### config.mk
export PLATFORM = sky130hd
export DESIGN_NAME = irq_prio_arb
export DESIGN_NICKNAME = d
export VERILOG_FILES = /design/src/rtl/irq_prio_pkg.sv /design/src/rtl/irq_prio_regs.sv /design/src/rtl/irq_prio_eff.sv /design/src/rtl/irq_prio_select.sv /design/src/rtl/irq_prio_arb.sv
export SDC_FILE = /design/constraint.sdc
export NUM_CORES = 1
export LEC_CHECK = 0
export BUFFER_PORTS_ARGS = -buffer_cell sky130_fd_sc_hd__buf_4
export CAP_MARGIN = 15
export CELL_PAD_IN_SITES_DETAIL_PLACEMENT = 2
export CELL_PAD_IN_SITES_GLOBAL_PLACEMENT = 2
export CORE_MARGIN = 2
export CORE_UTILIZATION = 36
export DETAILED_ROUTE_END_ITERATION = 6
export PLACE_DENSITY_LB_ADDON = 0.1
export SLEW_MARGIN = 20
export SYNTH_ARGS = -nofsm -noshare
export SYNTH_HDL_FRONTEND = slang
export SYNTH_HIERARCHICAL = 1
export SYNTH_SLANG_ARGS = --single-unit
### constraint.sdc
create_clock -name clk -period 18.3 [get_ports clk]
set_clock_uncertainty 0.2 [all_clocks]
set_input_delay 0.915 -clock clk [delete_from_list [all_inputs] [get_ports clk]]
set_output_delay 0.915 -clock clk [all_outputs]
set_load 0.005 [all_outputs]
### src/rtl/irq_prio_pkg.sv
package irq_prio_pkg;
   typedef logic [7:0] prio_t;

   typedef enum logic [1:0] {
      REG_PRIO  = 2'd0,
      REG_TGT   = 2'd1,
      REG_BOOST = 2'd2,
      REG_SPLIT = 2'd3
   } reg_sel_e;

   function automatic prio_t impl_mask(input int bits);
      prio_t m;
      m = 8'hFF;
      m = m << (8 - bits);
      return m;
   endfunction
endpackage

### src/rtl/irq_prio_regs.sv
module irq_prio_regs
   import irq_prio_pkg::*;
#(
   parameter int NUM_SRC   = 8,
   parameter int PRIO_BITS = 3,
   parameter int ID_W      = 3
) (
   input  logic                     clk,
   input  logic                     rst_n,
   input  logic                     wr_en,
   input  logic                     wr_secure,
   input  logic [1:0]               wr_sel,
   input  logic [ID_W-1:0]          wr_idx,
   input  logic [7:0]               wr_data,
   input  logic [1:0]               rd_sel,
   input  logic [ID_W-1:0]          rd_idx,
   input  logic                     rd_secure,
   output logic [7:0]               rd_data,
   output logic [NUM_SRC-1:0][7:0]  prio_o,
   output logic [NUM_SRC-1:0]       tgt_o,
   output logic                     boost_o,
   output logic [2:0]               split_o
);
   localparam prio_t IMASK = impl_mask(PRIO_BITS);

   logic [NUM_SRC-1:0][7:0] prio_q;
   logic [NUM_SRC-1:0]      tgt_q;
   logic                    boost_q;
   logic [2:0]              split_q;
   logic                    wr_idx_ok, rd_idx_ok;

   assign wr_idx_ok = int'(wr_idx) < NUM_SRC;
   assign rd_idx_ok = int'(rd_idx) < NUM_SRC;

   always_ff @(posedge clk) begin
      if (!rst_n) begin
         prio_q  <= '0;
         tgt_q   <= '0;
         boost_q <= 1'b0;
         split_q <= '0;
      end else if (wr_en) begin
         case (reg_sel_e'(wr_sel))
            REG_PRIO:  if (wr_idx_ok) prio_q[wr_idx] <= wr_data & IMASK;
            REG_TGT:   if (wr_idx_ok && wr_secure) tgt_q[wr_idx] <= wr_data[0];
            REG_BOOST: if (wr_secure) boost_q <= wr_data[0];
            REG_SPLIT: split_q <= wr_data[2:0];
            default: ;
         endcase
      end
   end

   always_comb begin
      rd_data = '0;
      case (reg_sel_e'(rd_sel))
         REG_PRIO:  if (rd_idx_ok) rd_data = prio_q[rd_idx];
         REG_TGT:   if (rd_idx_ok) rd_data = {7'b0, tgt_q[rd_idx]};
         REG_BOOST: rd_data = {7'b0, boost_q & rd_secure};
         REG_SPLIT: rd_data = {5'b0, split_q};
         default: ;
      endcase
   end

   assign prio_o  = prio_q;
   assign tgt_o   = tgt_q;
   assign boost_o = boost_q;
   assign split_o = split_q;
endmodule

### src/rtl/irq_prio_eff.sv
module irq_prio_eff
   import irq_prio_pkg::*;
#(
   parameter int NUM_SRC   = 8,
   parameter int PRIO_BITS = 3
) (
   input  logic [NUM_SRC-1:0][7:0] prio_i,
   input  logic [NUM_SRC-1:0]      tgt_i,
   input  logic                    boost_i,
   output logic [NUM_SRC-1:0][7:0] eff_o
);
   localparam prio_t IMASK = impl_mask(PRIO_BITS);

   for (genvar g = 0; g < NUM_SRC; g++) begin : g_src
      prio_t shifted;
      prio_t boosted;
      assign shifted = {1'b1, prio_i[g][7:1]};
      if (PRIO_BITS == 2) begin : g_extra_bit
         assign boosted = shifted;
      end else begin : g_truncate
         assign boosted = shifted & IMASK;
      end
      assign eff_o[g] = (tgt_i[g] && boost_i) ? boosted : prio_i[g];
   end
endmodule

### src/rtl/irq_prio_select.sv
module irq_prio_select #(
   parameter int NUM_SRC = 8,
   parameter int ID_W    = 3
) (
   input  logic [NUM_SRC-1:0]      pend_i,
   input  logic [NUM_SRC-1:0][7:0] eff_i,
   output logic                    found_o,
   output logic [ID_W-1:0]         id_o,
   output logic [7:0]              best_o
);
   always_comb begin
      found_o = 1'b0;
      id_o    = '0;
      best_o  = 8'hFF;
      for (int i = 0; i < NUM_SRC; i++) begin
         if (pend_i[i] && (!found_o || eff_i[i] < best_o)) begin
            found_o = 1'b1;
            id_o    = ID_W'(i);
            best_o  = eff_i[i];
         end
      end
   end
endmodule

### src/rtl/irq_prio_arb.sv
module irq_prio_arb
   import irq_prio_pkg::*;
#(
   parameter int NUM_SRC   = 8,
   parameter int PRIO_BITS = 3,
   localparam int ID_W     = (NUM_SRC > 1) ? $clog2(NUM_SRC) : 1
) (
   input  logic               clk,
   input  logic               rst_n,
   input  logic [NUM_SRC-1:0] pend,
   input  logic [7:0]         cur_prio,
   input  logic               wr_en,
   input  logic               wr_secure,
   input  logic [1:0]         wr_sel,
   input  logic [ID_W-1:0]    wr_idx,
   input  logic [7:0]         wr_data,
   input  logic [1:0]         rd_sel,
   input  logic [ID_W-1:0]    rd_idx,
   input  logic               rd_secure,
   output logic [7:0]         rd_data,
   output logic               sel_valid,
   output logic [ID_W-1:0]    sel_id,
   output logic               preempt,
   output logic               tail_chain
);
   if (PRIO_BITS < 2 || PRIO_BITS > 8) begin : g_bad_bits
      $error("irq_prio_arb: PRIO_BITS must lie in 2..8");
   end
   if (NUM_SRC < 1) begin : g_bad_src
      $error("irq_prio_arb: NUM_SRC must be at least 1");
   end

   logic [NUM_SRC-1:0][7:0] prio_w, eff_w;
   logic [NUM_SRC-1:0]      tgt_w;
   logic                    boost_q;
   logic [2:0]              split_w;
   logic                    found_w;
   logic [ID_W-1:0]         id_w;
   prio_t                   best_w, grp_mask, grp_w;
   logic                    wins_w;

   irq_prio_regs #(.NUM_SRC(NUM_SRC), .PRIO_BITS(PRIO_BITS), .ID_W(ID_W)) u_regs (
      .clk(clk), .rst_n(rst_n), .wr_en(wr_en), .wr_secure(wr_secure),
      .wr_sel(wr_sel), .wr_idx(wr_idx), .wr_data(wr_data),
      .rd_sel(rd_sel), .rd_idx(rd_idx), .rd_secure(rd_secure), .rd_data(rd_data),
      .prio_o(prio_w), .tgt_o(tgt_w), .boost_o(boost_q), .split_o(split_w)
   );

   irq_prio_eff #(.NUM_SRC(NUM_SRC), .PRIO_BITS(PRIO_BITS)) u_eff (
      .prio_i(prio_w), .tgt_i(tgt_w), .boost_i(boost_q), .eff_o(eff_w)
   );

   irq_prio_select #(.NUM_SRC(NUM_SRC), .ID_W(ID_W)) u_sel (
      .pend_i(pend), .eff_i(eff_w), .found_o(found_w), .id_o(id_w), .best_o(best_w)
   );

   always_comb begin
      grp_mask = 8'hFF << split_w;
      grp_w    = best_w & grp_mask;
      wins_w   = found_w && (grp_w < cur_prio);
   end

   always_ff @(posedge clk) begin
      if (!rst_n) begin
         sel_valid  <= 1'b0;
         sel_id     <= '0;
         preempt    <= 1'b0;
         tail_chain <= 1'b0;
      end else begin
         sel_valid  <= found_w;
         sel_id     <= found_w ? id_w : '0;
         preempt    <= wins_w;
         tail_chain <= found_w && !wins_w;
      end
   end
endmodule

After elaboration in Yosys (flattened, before gate mapping)
Cells that the tools add are included.
{ "op_classes": {"shifts": 1, "n_mux": 42, "eq_ne": 6, "n_reduce_logical": 40, "bitwise": 2, "order_cmp": 11} }
{ "ops": {"columns": ["cell", "n"], "rows": [
  ["$mux W8", 18],
  ["$bwmux W64", 1],
  ["$lt A8 B8 Y1", 8],
  ["$pmux W8 S4", 1],
  ["$bmux W8 S3", 1],
  ["$demux W8 S3", 1],
  ["$logic_and A1 B1 Y1", 18],
  ["$mux W3", 4],
  ["$mux W1", 11],
  ["$and A8 B8 Y8", 1],
  ["$bwmux W8", 1],
  ["$eq A2 B2 Y1 const B", 4],
  ["$logic_not A1 Y1", 8],
  ["$lt A3 B4 Y1 const B", 2],
  ["$shl A8 B3 Y8 const A", 1],
  ["$logic_or A1 B1 Y1", 7],
  ["$reduce_and A2 Y1", 3],
  ["$reduce_and A3 Y1", 2],
  ["$eq A2 B1 Y1 const B", 2],
  ["$logic_not A2 Y1", 2],
  ["$mux W2", 2],
  ["$bmux W1 S3", 1],
  ["$demux W1 S3", 1],
  ["$ge A3 B1 Y1 const B", 1],
  ["$and A1 B1 Y1", 1]
]} }
{ "word_totals": {"input_bits": 39, "output_inout_bits": 14, "regBits": 82} }

Longest topological paths before layout
Gate-level depths: netlist (run 1).
{ "logic_depth": {"ltp_word": 36, "mapped_depth": 87, "ltp_nobuf": 79} }

Cells and area by module
Netlist (run 1), hierarchy kept.
{ "by_module_without_submodules": {"columns": ["mod", "area_each_um2", "cells_each", "instances"], "rows": [
  ["irq_prio_select", 2397.3, 344, 1],
  ["irq_prio_regs", 2149.6, 250, 1],
  ["irq_prio_eff", 528.0, 73, 1],
  ["irq_prio_arb", 419.2, 49, 1]
]} }

Least setup slack after synthesis (run 1)
No wires, ideal clock.
{ "synth_path": {"path_type": "input -> register", "from": "input pend[0]", "to": "register tail_chain", "setup_time_ns": 0.116, "stages": 73, "arrival_ns": 13.868, "slack_ns": 4.116, "path_cell_list": "clkbuf_1 > nor2b_1 > ha_1 > a21oi_1 > o2111ai_1 > nand2_1 > a21oi_2 > clkbuf_1 > nor2_1 > a21oi_1 > inv_1 > ha_1 > a21oi_1 > o221ai_1 > a21o_1 > or2_2 > nor2_1 > mux2i_1 > [... 37 more ...] > nand4_1 > o211ai_1 > buf_2 > mux2i_1 > ha_1 > nor2b_1 > o21ai_0 > nand2_1 > or3_1 > a31oi_1 > o31a_1 > buf_6 > mux2i_1 > a21boi_0 > ha_1 > a211oi_1 > o211ai_1 > o211a_1"} }
{ "synth_between": {"elab_chain_len": 34, "word_cells_on_any_way": 49, "cone_classes": "order compare (8); mux (16); bitwise (1); reduce/logical (24)"} }
{ "synth_rtl": {"columns": ["item", "line", "source"], "rows": [
  ["start, declared", "irq_prio_arb.sv:10", "input logic [NUM_SRC-1:0] pend,"],
  ["$mux W8 or $mux W1 (tied branches)", "irq_prio_select.sv:16", "if (pend_i[i] && (!found_o || eff_i[i] < best_o)) begin"],
  ["$lt A8 B8 Y1 or $logic_not A1 Y1 (tied branches)", "irq_prio_select.sv:16", null],
  ["$logic_or A1 B1 Y1", "irq_prio_select.sv:16", null],
  ["$logic_and A1 B1 Y1", "irq_prio_select.sv:16", null],
  ["$mux W8 or $mux W1 (tied branches)", "irq_prio_select.sv:16", null],
  ["$lt A8 B8 Y1 or $logic_not A1 Y1 (tied branches)", "irq_prio_select.sv:16", null],
  ["$logic_or A1 B1 Y1", "irq_prio_select.sv:16", null],
  ["$logic_and A1 B1 Y1", "irq_prio_select.sv:16", null],
  ["[... 19 more ...]", null, null],
  ["$logic_and A1 B1 Y1", "irq_prio_select.sv:16", null],
  ["$mux W8 (*)", "irq_prio_select.sv:16", null],
  ["via best_w[5]", "irq_prio_arb.sv:39", "prio_t best_w, grp_mask, grp_w;"],
  ["$and A8 B8 Y8 (*)", "irq_prio_arb.sv:59", "grp_w = best_w & grp_mask;"],
  ["$lt A8 B8 Y1 (*)", "irq_prio_arb.sv:60", "wins_w = found_w && (grp_w < cur_prio);"],
  ["$logic_and A1 B1 Y1 (*)", "irq_prio_arb.sv:60", null],
  ["$logic_not A1 Y1 (*)", "irq_prio_arb.sv:73", "tail_chain <= found_w && !wins_w;"],
  ["$logic_and A1 B1 Y1 (*)", "irq_prio_arb.sv:73", null],
  ["end signal, assigned", "irq_prio_arb.sv:73", null],
  ["end, declared", "irq_prio_arb.sv:24", "output logic tail_chain"]
]} }
Mark *: on every way through the listed nets, which the timed path passes. The rest lies on a longest branch.
A chain may end at the register's enable or synchronous reset.

==> impl_metrics.py, run 1 <==
metrics = {
    "grt": {
        "grtUsageTotal": 0.222,
        "grt_first_pass_wirelength_mm": 29.4,
        "grt_pass1_vias": 5689,
        "grt_remaining_overflow": 0,
        "grt_max_degree": 37,
        "antenna_found_initial": 0,
    },
    "cells_and_area": {
        "finalInstanceArea_mm2": 0.00594,
        "antennaDiodeCount": 0,
        "area_growth_pct": 8.11,
        "drive_above_1_share": 0.143,
        "fin_nets": 828,
    },
    "setup_path": {
        "r2r_cells": 67,
        "required_ns": 18.30,
        "endpoint_kind": "flip-flop",
        "arrival_ns": 16.86,
        "start_kind": "flip-flop",
        "slowest_stage": "o41a_2",
        "critical_path_class": "flip-flop to flip-flop",
        "ff2ff_setup_slack_ns": 1.44,
        "crit_start": "u_regs/boost_o$_SDFFE_PN0P_",
        "worstPathMaxFanout": 20,
        "cp_slowest_stage_delay_ns": 0.66,
        "rr_endpoint": "preempt$_SDFF_PN0_",
        "cp-endpoint": "preempt$_SDFF_PN0_",
        "worstReg2RegStart": "u_regs/boost_o$_SDFFE_PN0P_",
    },
    "placed_design": {
        "placed_cell_area_mm2": 0.00578,
        "pre_cts_ws_ns": 1.32,
        "gp_congestion": 0.837,
        "hpwl_mm": 14.5,
        "portBuffers": 48,
    },
    "clock_tree": {
        "clock-root-buffer": "clkbuf_16",
        "clk_path_buf_depth": 2,
        "clock_latency_ns": 0.29,
        "cts_buffers": 5,
        "cts.sinks": 42,
        "cts_tree": "yes",
        "cts_htree_levels": 2,
        "path_clk_slew_ns": 0.06,
    },
    "yosys": {
        "syn_area_mm2": 0.00549,
        "synthCells": 716,
        "async_flop_share": 0,
        "ys.flop_type": "dfxtp_1",
        "syn_area_per_cell_um2": 7.67,
        "synth_seq_cells": 42,
        "synth_edf_count": 0,
        "synth.distinct_cells": 81,
        "yosysMostFrequentCell": "a21oi_1",
        "synth_top_area_frac": 0.153,
        "synth.area.top_cells": "dfxtp_1, ha_1, mux2i_1",
        "yosysSeqAreaShare": 0.153,
        "synth_common_cells": "a21oi_1, ha_1, inv_1, buf_4, and2_1",
        "synth_warnings": 6,
        "yosys.area.top_type": "dfxtp_1",
    },
    "drt": {
        "ant_nets": 0,
        "viasPerCell": 5.68,
        "drc": 0,
        "route.vias.total": 5292,
        "wl_per_cell_um": 19.3,
        "routed_wl_mm": 18.0,
        "dr.pass1.iters": 6,
        "first_iter_violations": 167,
    },
    "floorplan": {
        "rows": 45,
        "floorplan.io_pins": 53,
        "core_mm2": 0.0150,
        "fp.dieH_um": 128,
        "fp.dieW_um": 128,
        "die-area_mm2": 0.0163,
        "start_util": 0.365,
    },
    "sta": {
        "slew_viol_final": 0,
        "slew_headroom": 0.427,
        "rsz0062_at_grt": "false",
        "worstMarginPinSlew_ns": 0.856,
        "finalSetupViolCount": 0,
        "holdWs_ns": 0.300,
        "period_needed_ns": 16.86,
        "setup_tns_ns": 0,
        "hold_violations": 0,
        "min_period_over_period": 0.921,
        "fmax_mhz": 59.3,
        "fin_ws_ns": 1.44,
    },
    "pwr": {
        "vdd_drop_max_uv": 53.0,
        "powerDensity_mw_per_mm2": 69.3,
        "power.leakage_nw": 2.56,
    },
    "job": {
        "maxCapViolCount": 0,
    },
    "status": {
        "status": "finished, final reports clean",
    },
    "min_path": {
        "hold_class": "flip-flop to flip-flop",
    },
}
## cells by family after synthesis
| logic type | count (synthesis) | synth area share |
|---|---|---|
| AO/OA/AOI/OAI | 196 | 0.225 |
| multiplexers | 64 | 0.137 |
| AND/OR/NAND/NOR | 243 | 0.250 |
| buffers and inverters | 119 | 0.120 |
| adder cells (fa/ha/maj) | 51 | 0.115 |
| flip-flops | 42 | 0.153 |
| other | 1 | 0.000683 |
## layout make-up
class | instances | area [µm²]
Clock buffer | 7 | 143
Clock inverter | 1 | 8.76
Fill cell | 1786 | 9090
Inverter | 47 | 176
Multi-Input combinational cell | 596 | 4160
Sequential cell | 42 | 841
Tap cell | 188 | 235
Timing Repair Buffer | 50 | 375
## layout by cell type (no fill, tap or decap), drive strengths merged, types with 5 or more instances in the layout
| cell type | netlist | final |
|---|---|---|
| and3 | 5 | 5 |
| dfxtp | 42 | 42 |
| nand2b | 18 | 18 |
| nand2 | 32 | 32 |
| nand4 | 19 | 19 |
| or2 | 7 | 7 |
| a31oi | 5 | 5 |
| nor3 | 6 | 6 |
| and2 | 48 | 48 |
| clkbuf | 16 | 7 |
| a21oi | 79 | 79 |
| mux2i | 39 | 39 |
| nor2 | 39 | 39 |
| mux2 | 18 | 18 |
| inv | 46 | 48 |
| o211ai | 7 | 7 |
| o21ai | 46 | 46 |
| mux4 | 7 | 7 |
| nand3 | 31 | 31 |
| nor2b | 14 | 14 |
| conb | 1 | 42 |
| ha | 47 | 47 |
| o31ai | 12 | 12 |
| a21o | 10 | 10 |
| nor3b | 5 | 5 |
| buf | 56 | 50 |
## stage by stage
step	instances	utilization	power, mW
global route	931	0.395	0.444
finish	931	0.395	0.412
global placement	923	0.384	0.300
CTS	931	0.394	0.409
floorplan	757	-	0.261
detailed placement	923	0.384	0.312
## power by group
part           switching [mW]  internal [mW]  total (mW)
combinational           0.131         0.0894       0.221
clock                  0.0394         0.0550      0.0944
sequential            0.00176         0.0949      0.0967
## critical path, delay by kind of cell (launching register included)
kind / cells / cell delay [ns]
compound gates: 30 / 8.08
mux: 5 / 1.51
buf+inv: 3 / 0.20
fa+ha+maj: 8 / 2.10
simple gates: 21 / 4.07
flops: 1 / 0.59
## state kept, by name (all words and copies together), names as in the netlist
signal          flops
u_regs/boost_o      1
sel_id              3
u_regs/split_o      3
u_regs/prio_o      24
preempt             1
sel_valid           1
tail_chain          1
u_regs/tgt_o        8
## worst min path at each step
| stage | cells after the start | slack (ns) | startpoint | end |
|---|---|---|---|---|
| 2_1_floorplan | 2 | 0.26 | u_regs/tgt_o[6]$_SDFFE_PN0P_ | u_regs/tgt_o[6]$_SDFFE_PN0P_ |
| 3_3_place_gp | 2 | 0.28 | u_regs/tgt_o[2]$_SDFFE_PN0P_ | u_regs/tgt_o[2]$_SDFFE_PN0P_ |
| 3_5_place_dp | 2 | 0.30 | u_regs/tgt_o[2]$_SDFFE_PN0P_ | u_regs/tgt_o[2]$_SDFFE_PN0P_ |
| 4_1_cts | 2 | 0.30 | u_regs/tgt_o[2]$_SDFFE_PN0P_ | u_regs/tgt_o[2]$_SDFFE_PN0P_ |
| 5_1_grt | 2 | 0.33 | u_regs/tgt_o[5]$_SDFFE_PN0P_ | u_regs/tgt_o[5]$_SDFFE_PN0P_ |
| 6_report | 2 | 0.30 | u_regs/tgt_o[2]$_SDFFE_PN0P_ | u_regs/tgt_o[2]$_SDFFE_PN0P_ |
## metal layers
metal  track usage  up-vias  share of wire
met4        0.0446        0          0.014
met5             0        -              0
met2         0.416       56           0.51
met1         0.280     2649           0.46
met3        0.0147       16          0.018
li1              -     2571              -
## timing repair
| item | CTS | global route |
|---|---|---|
| resized for setup | 0 | 1 |
| setup endpoints to repair | 0 | 2 |
| hold buffers | 0 | 0 |
| buffers inserted | 0 | 0 |
(Power assumes the default switching activity.)
==> run 2, diff against run 1 <==
--- a/config.mk
+++ b/config.mk
@@ -13,6 +13,7 @@
 export CORE_UTILIZATION = 36
 export DETAILED_ROUTE_END_ITERATION = 6
 export PLACE_DENSITY_LB_ADDON = 0.1
+export RECOVER_POWER = 100
 export SLEW_MARGIN = 20
 export SYNTH_ARGS = -nofsm -noshare
 export SYNTH_HDL_FRONTEND = slang
==> run 2 against run 1 <==
Compared with the run above:
- die area unchanged
- critical path type unchanged
- global-route usage unchanged
- non-clock buffer count unchanged
- maximum frequency about the same
- via count decreased by 0.42%
- total power decreased by 0.35%
- design area decreased by 0.32%
- critical path depth unchanged
- register-to-register slack about the same
==> impl_metrics.py, run 2 (same netlist as run 1, synthesis figures left out) <==
metrics = {
    "cells_and_area": {
        "area_growth_pct": 7.77,
        "drive_above_1_share": 0.135,
        "register_area_um2": 841,
        "fin_nets": 828,
        "largest_register_ffs": 24,
        "multiInputGateArea_mm2": 0.00416,
        "nFillCells": 1791,
        "final_common_cell": "a21oi_1",
        "mostFrequentLayoutCells": "a21oi_1, inv_1, ha_1",
        "antennaDiodeCount": 0,
    },
    "clock_tree": {
        "clock-root-buffer": "clkbuf_16",
        "postCtsSetupRepairBufs": 0,
        "cts.sinks": 42,
        "cts_htree_levels": 2,
        "clock_latency_ns": 0.29,
        "cts_tree": "yes",
        "clk_path_buf_depth": 2,
        "path_clk_slew_ns": 0.06,
        "cts_buffers": 5,
    },
    "status": {
        "status": "finished, final reports clean",
    },
    "floorplan": {
        "fp.dieW_um": 128,
        "core_mm2": 0.0150,
        "start_util": 0.365,
        "die-area_mm2": 0.0163,
        "rows": 45,
        "floorplan.io_pins": 53,
        "fp.dieH_um": 128,
    },
    "grt": {
        "antenna_found_initial": 0,
        "grt_pass1_vias": 5689,
        "grtUsageTotal": 0.222,
        "grt_max_degree": 37,
        "grt_remaining_overflow": 0,
        "grt_first_pass_wirelength_mm": 29.4,
    },
    "pwr": {
        "vdd_drop_max_uv": 53.1,
        "powerDensity_mw_per_mm2": 69.3,
        "power.leakage_nw": 2.54,
        "total_power_mw": 0.410,
    },
    "sta": {
        "setup_tns_ns": 0,
        "slew_viol_final": 0,
        "fin_ws_ns": 1.44,
        "worstMarginPinSlew_ns": 1.25,
        "hold_violations": 0,
        "rsz0062_at_grt": "false",
        "period_needed_ns": 16.86,
        "holdWs_ns": 0.302,
        "slew_headroom": 0.163,
        "fmax_mhz": 59.3,
        "min_period_over_period": 0.921,
        "finalSetupViolCount": 0,
    },
    "setup_path": {
        "crit_start": "u_regs/boost_o$_SDFFE_PN0P_",
        "cp_slowest_stage_delay_ns": 0.66,
        "critical_path_class": "flip-flop to flip-flop",
        "r2r_cells": 67,
        "ff2ff_setup_slack_ns": 1.44,
        "slowest_stage": "o41a_2",
        "start_kind": "flip-flop",
        "rr_endpoint": "preempt$_SDFF_PN0_",
        "required_ns": 18.30,
        "arrival_ns": 16.86,
        "worstPathMaxFanout": 20,
        "worstReg2RegStart": "u_regs/boost_o$_SDFFE_PN0P_",
        "endpoint_kind": "flip-flop",
        "cp-endpoint": "preempt$_SDFF_PN0_",
    },
    "min_path": {
        "min_from": "u_regs/tgt_o[2]$_SDFFE_PN0P_",
        "hold_class": "flip-flop to flip-flop",
    },
    "placed_design": {
        "portBuffers": 48,
        "pre_cts_ws_ns": 1.32,
        "hpwl_mm": 14.5,
        "gp_congestion": 0.837,
    },
    "job": {
        "maxCapViolCount": 0,
    },
    "drt": {
        "drc": 0,
        "wl_met1_mm": 8.13,
        "dr.pass1.iters": 6,
        "ant_nets": 0,
        "wl_met3_um": 359,
        "first_iter_violations": 171,
        "wl_met2_mm": 9.21,
        "routed.top_layer": "met4",
        "route.vias.total": 5270,
        "wl_per_cell_um": 19.3,
        "routed_wl_mm": 17.9,
        "viasPerCell": 5.66,
    },
}
run 2: cell count changes in the layout (fill, tap and decap cells not counted), sizes merged:
cell	previous run	this run
buf	50	38
clkbuf	7	19
run 2: how the worst min path moves through the flow:
stage                                   end  slack [ns]  depth (start not counted)
2_1_floorplan  u_regs/tgt_o[6]$_SDFFE_PN0P_        0.26                          2
3_3_place_gp   u_regs/tgt_o[2]$_SDFFE_PN0P_        0.28                          2
3_5_place_dp   u_regs/tgt_o[2]$_SDFFE_PN0P_        0.30                          2
4_1_cts        u_regs/tgt_o[2]$_SDFFE_PN0P_        0.30                          2
5_1_grt        u_regs/tgt_o[5]$_SDFFE_PN0P_        0.33                          2
6_report       u_regs/tgt_o[2]$_SDFFE_PN0P_        0.30                          2
run 2: report_power, final:
part,internal (mW),leakage [nW],switching [mW]
clock,0.0550,0.0745,0.0392
combinational,0.0885,2.12,0.131
sequential,0.0949,0.341,0.00169
run 2: through the flow:
stage	instances	instance area [µm²]	util
floorplan	757	5650	-
global placement	923	5780	0.384
detailed placement	923	5780	0.384
CTS	931	5930	0.394
global route	931	5920	0.394
finish	931	5920	0.394
run 2: layer usage:
metal / global-route usage / up-vias
met4: 0.0446 / 0
li1: - / 2571
met1: 0.280 / 2625
met2: 0.416 / 58
met3: 0.0147 / 16
met5: 0 / -
run 2: area by class of cell:
class	instances	area share
Multi-Input combinational cell	596	0.703
Sequential cell	42	0.142
Timing Repair Buffer	50	0.0602
Tap cell	188	0.0397
Inverter	47	0.0298
Clock buffer	7	0.0241
Clock inverter	1	0.00148
run 2: critical path: cells and delay by family, from the launching register on:
kind / cells / cell delay [ns]
AO/OA/AOI/OAI: 30 / 8.07
AND/OR/NAND/NOR: 21 / 4.09
multiplexers: 5 / 1.51
adder cells (fa/ha/maj): 8 / 2.09
flip-flops: 1 / 0.59
buffers and inverters: 3 / 0.20
run 2: what timing repair did:
action,in CTS,in global routing
resized for setup,0,1
hold buffers,0,0
endpoints found under the setup margin,0,2
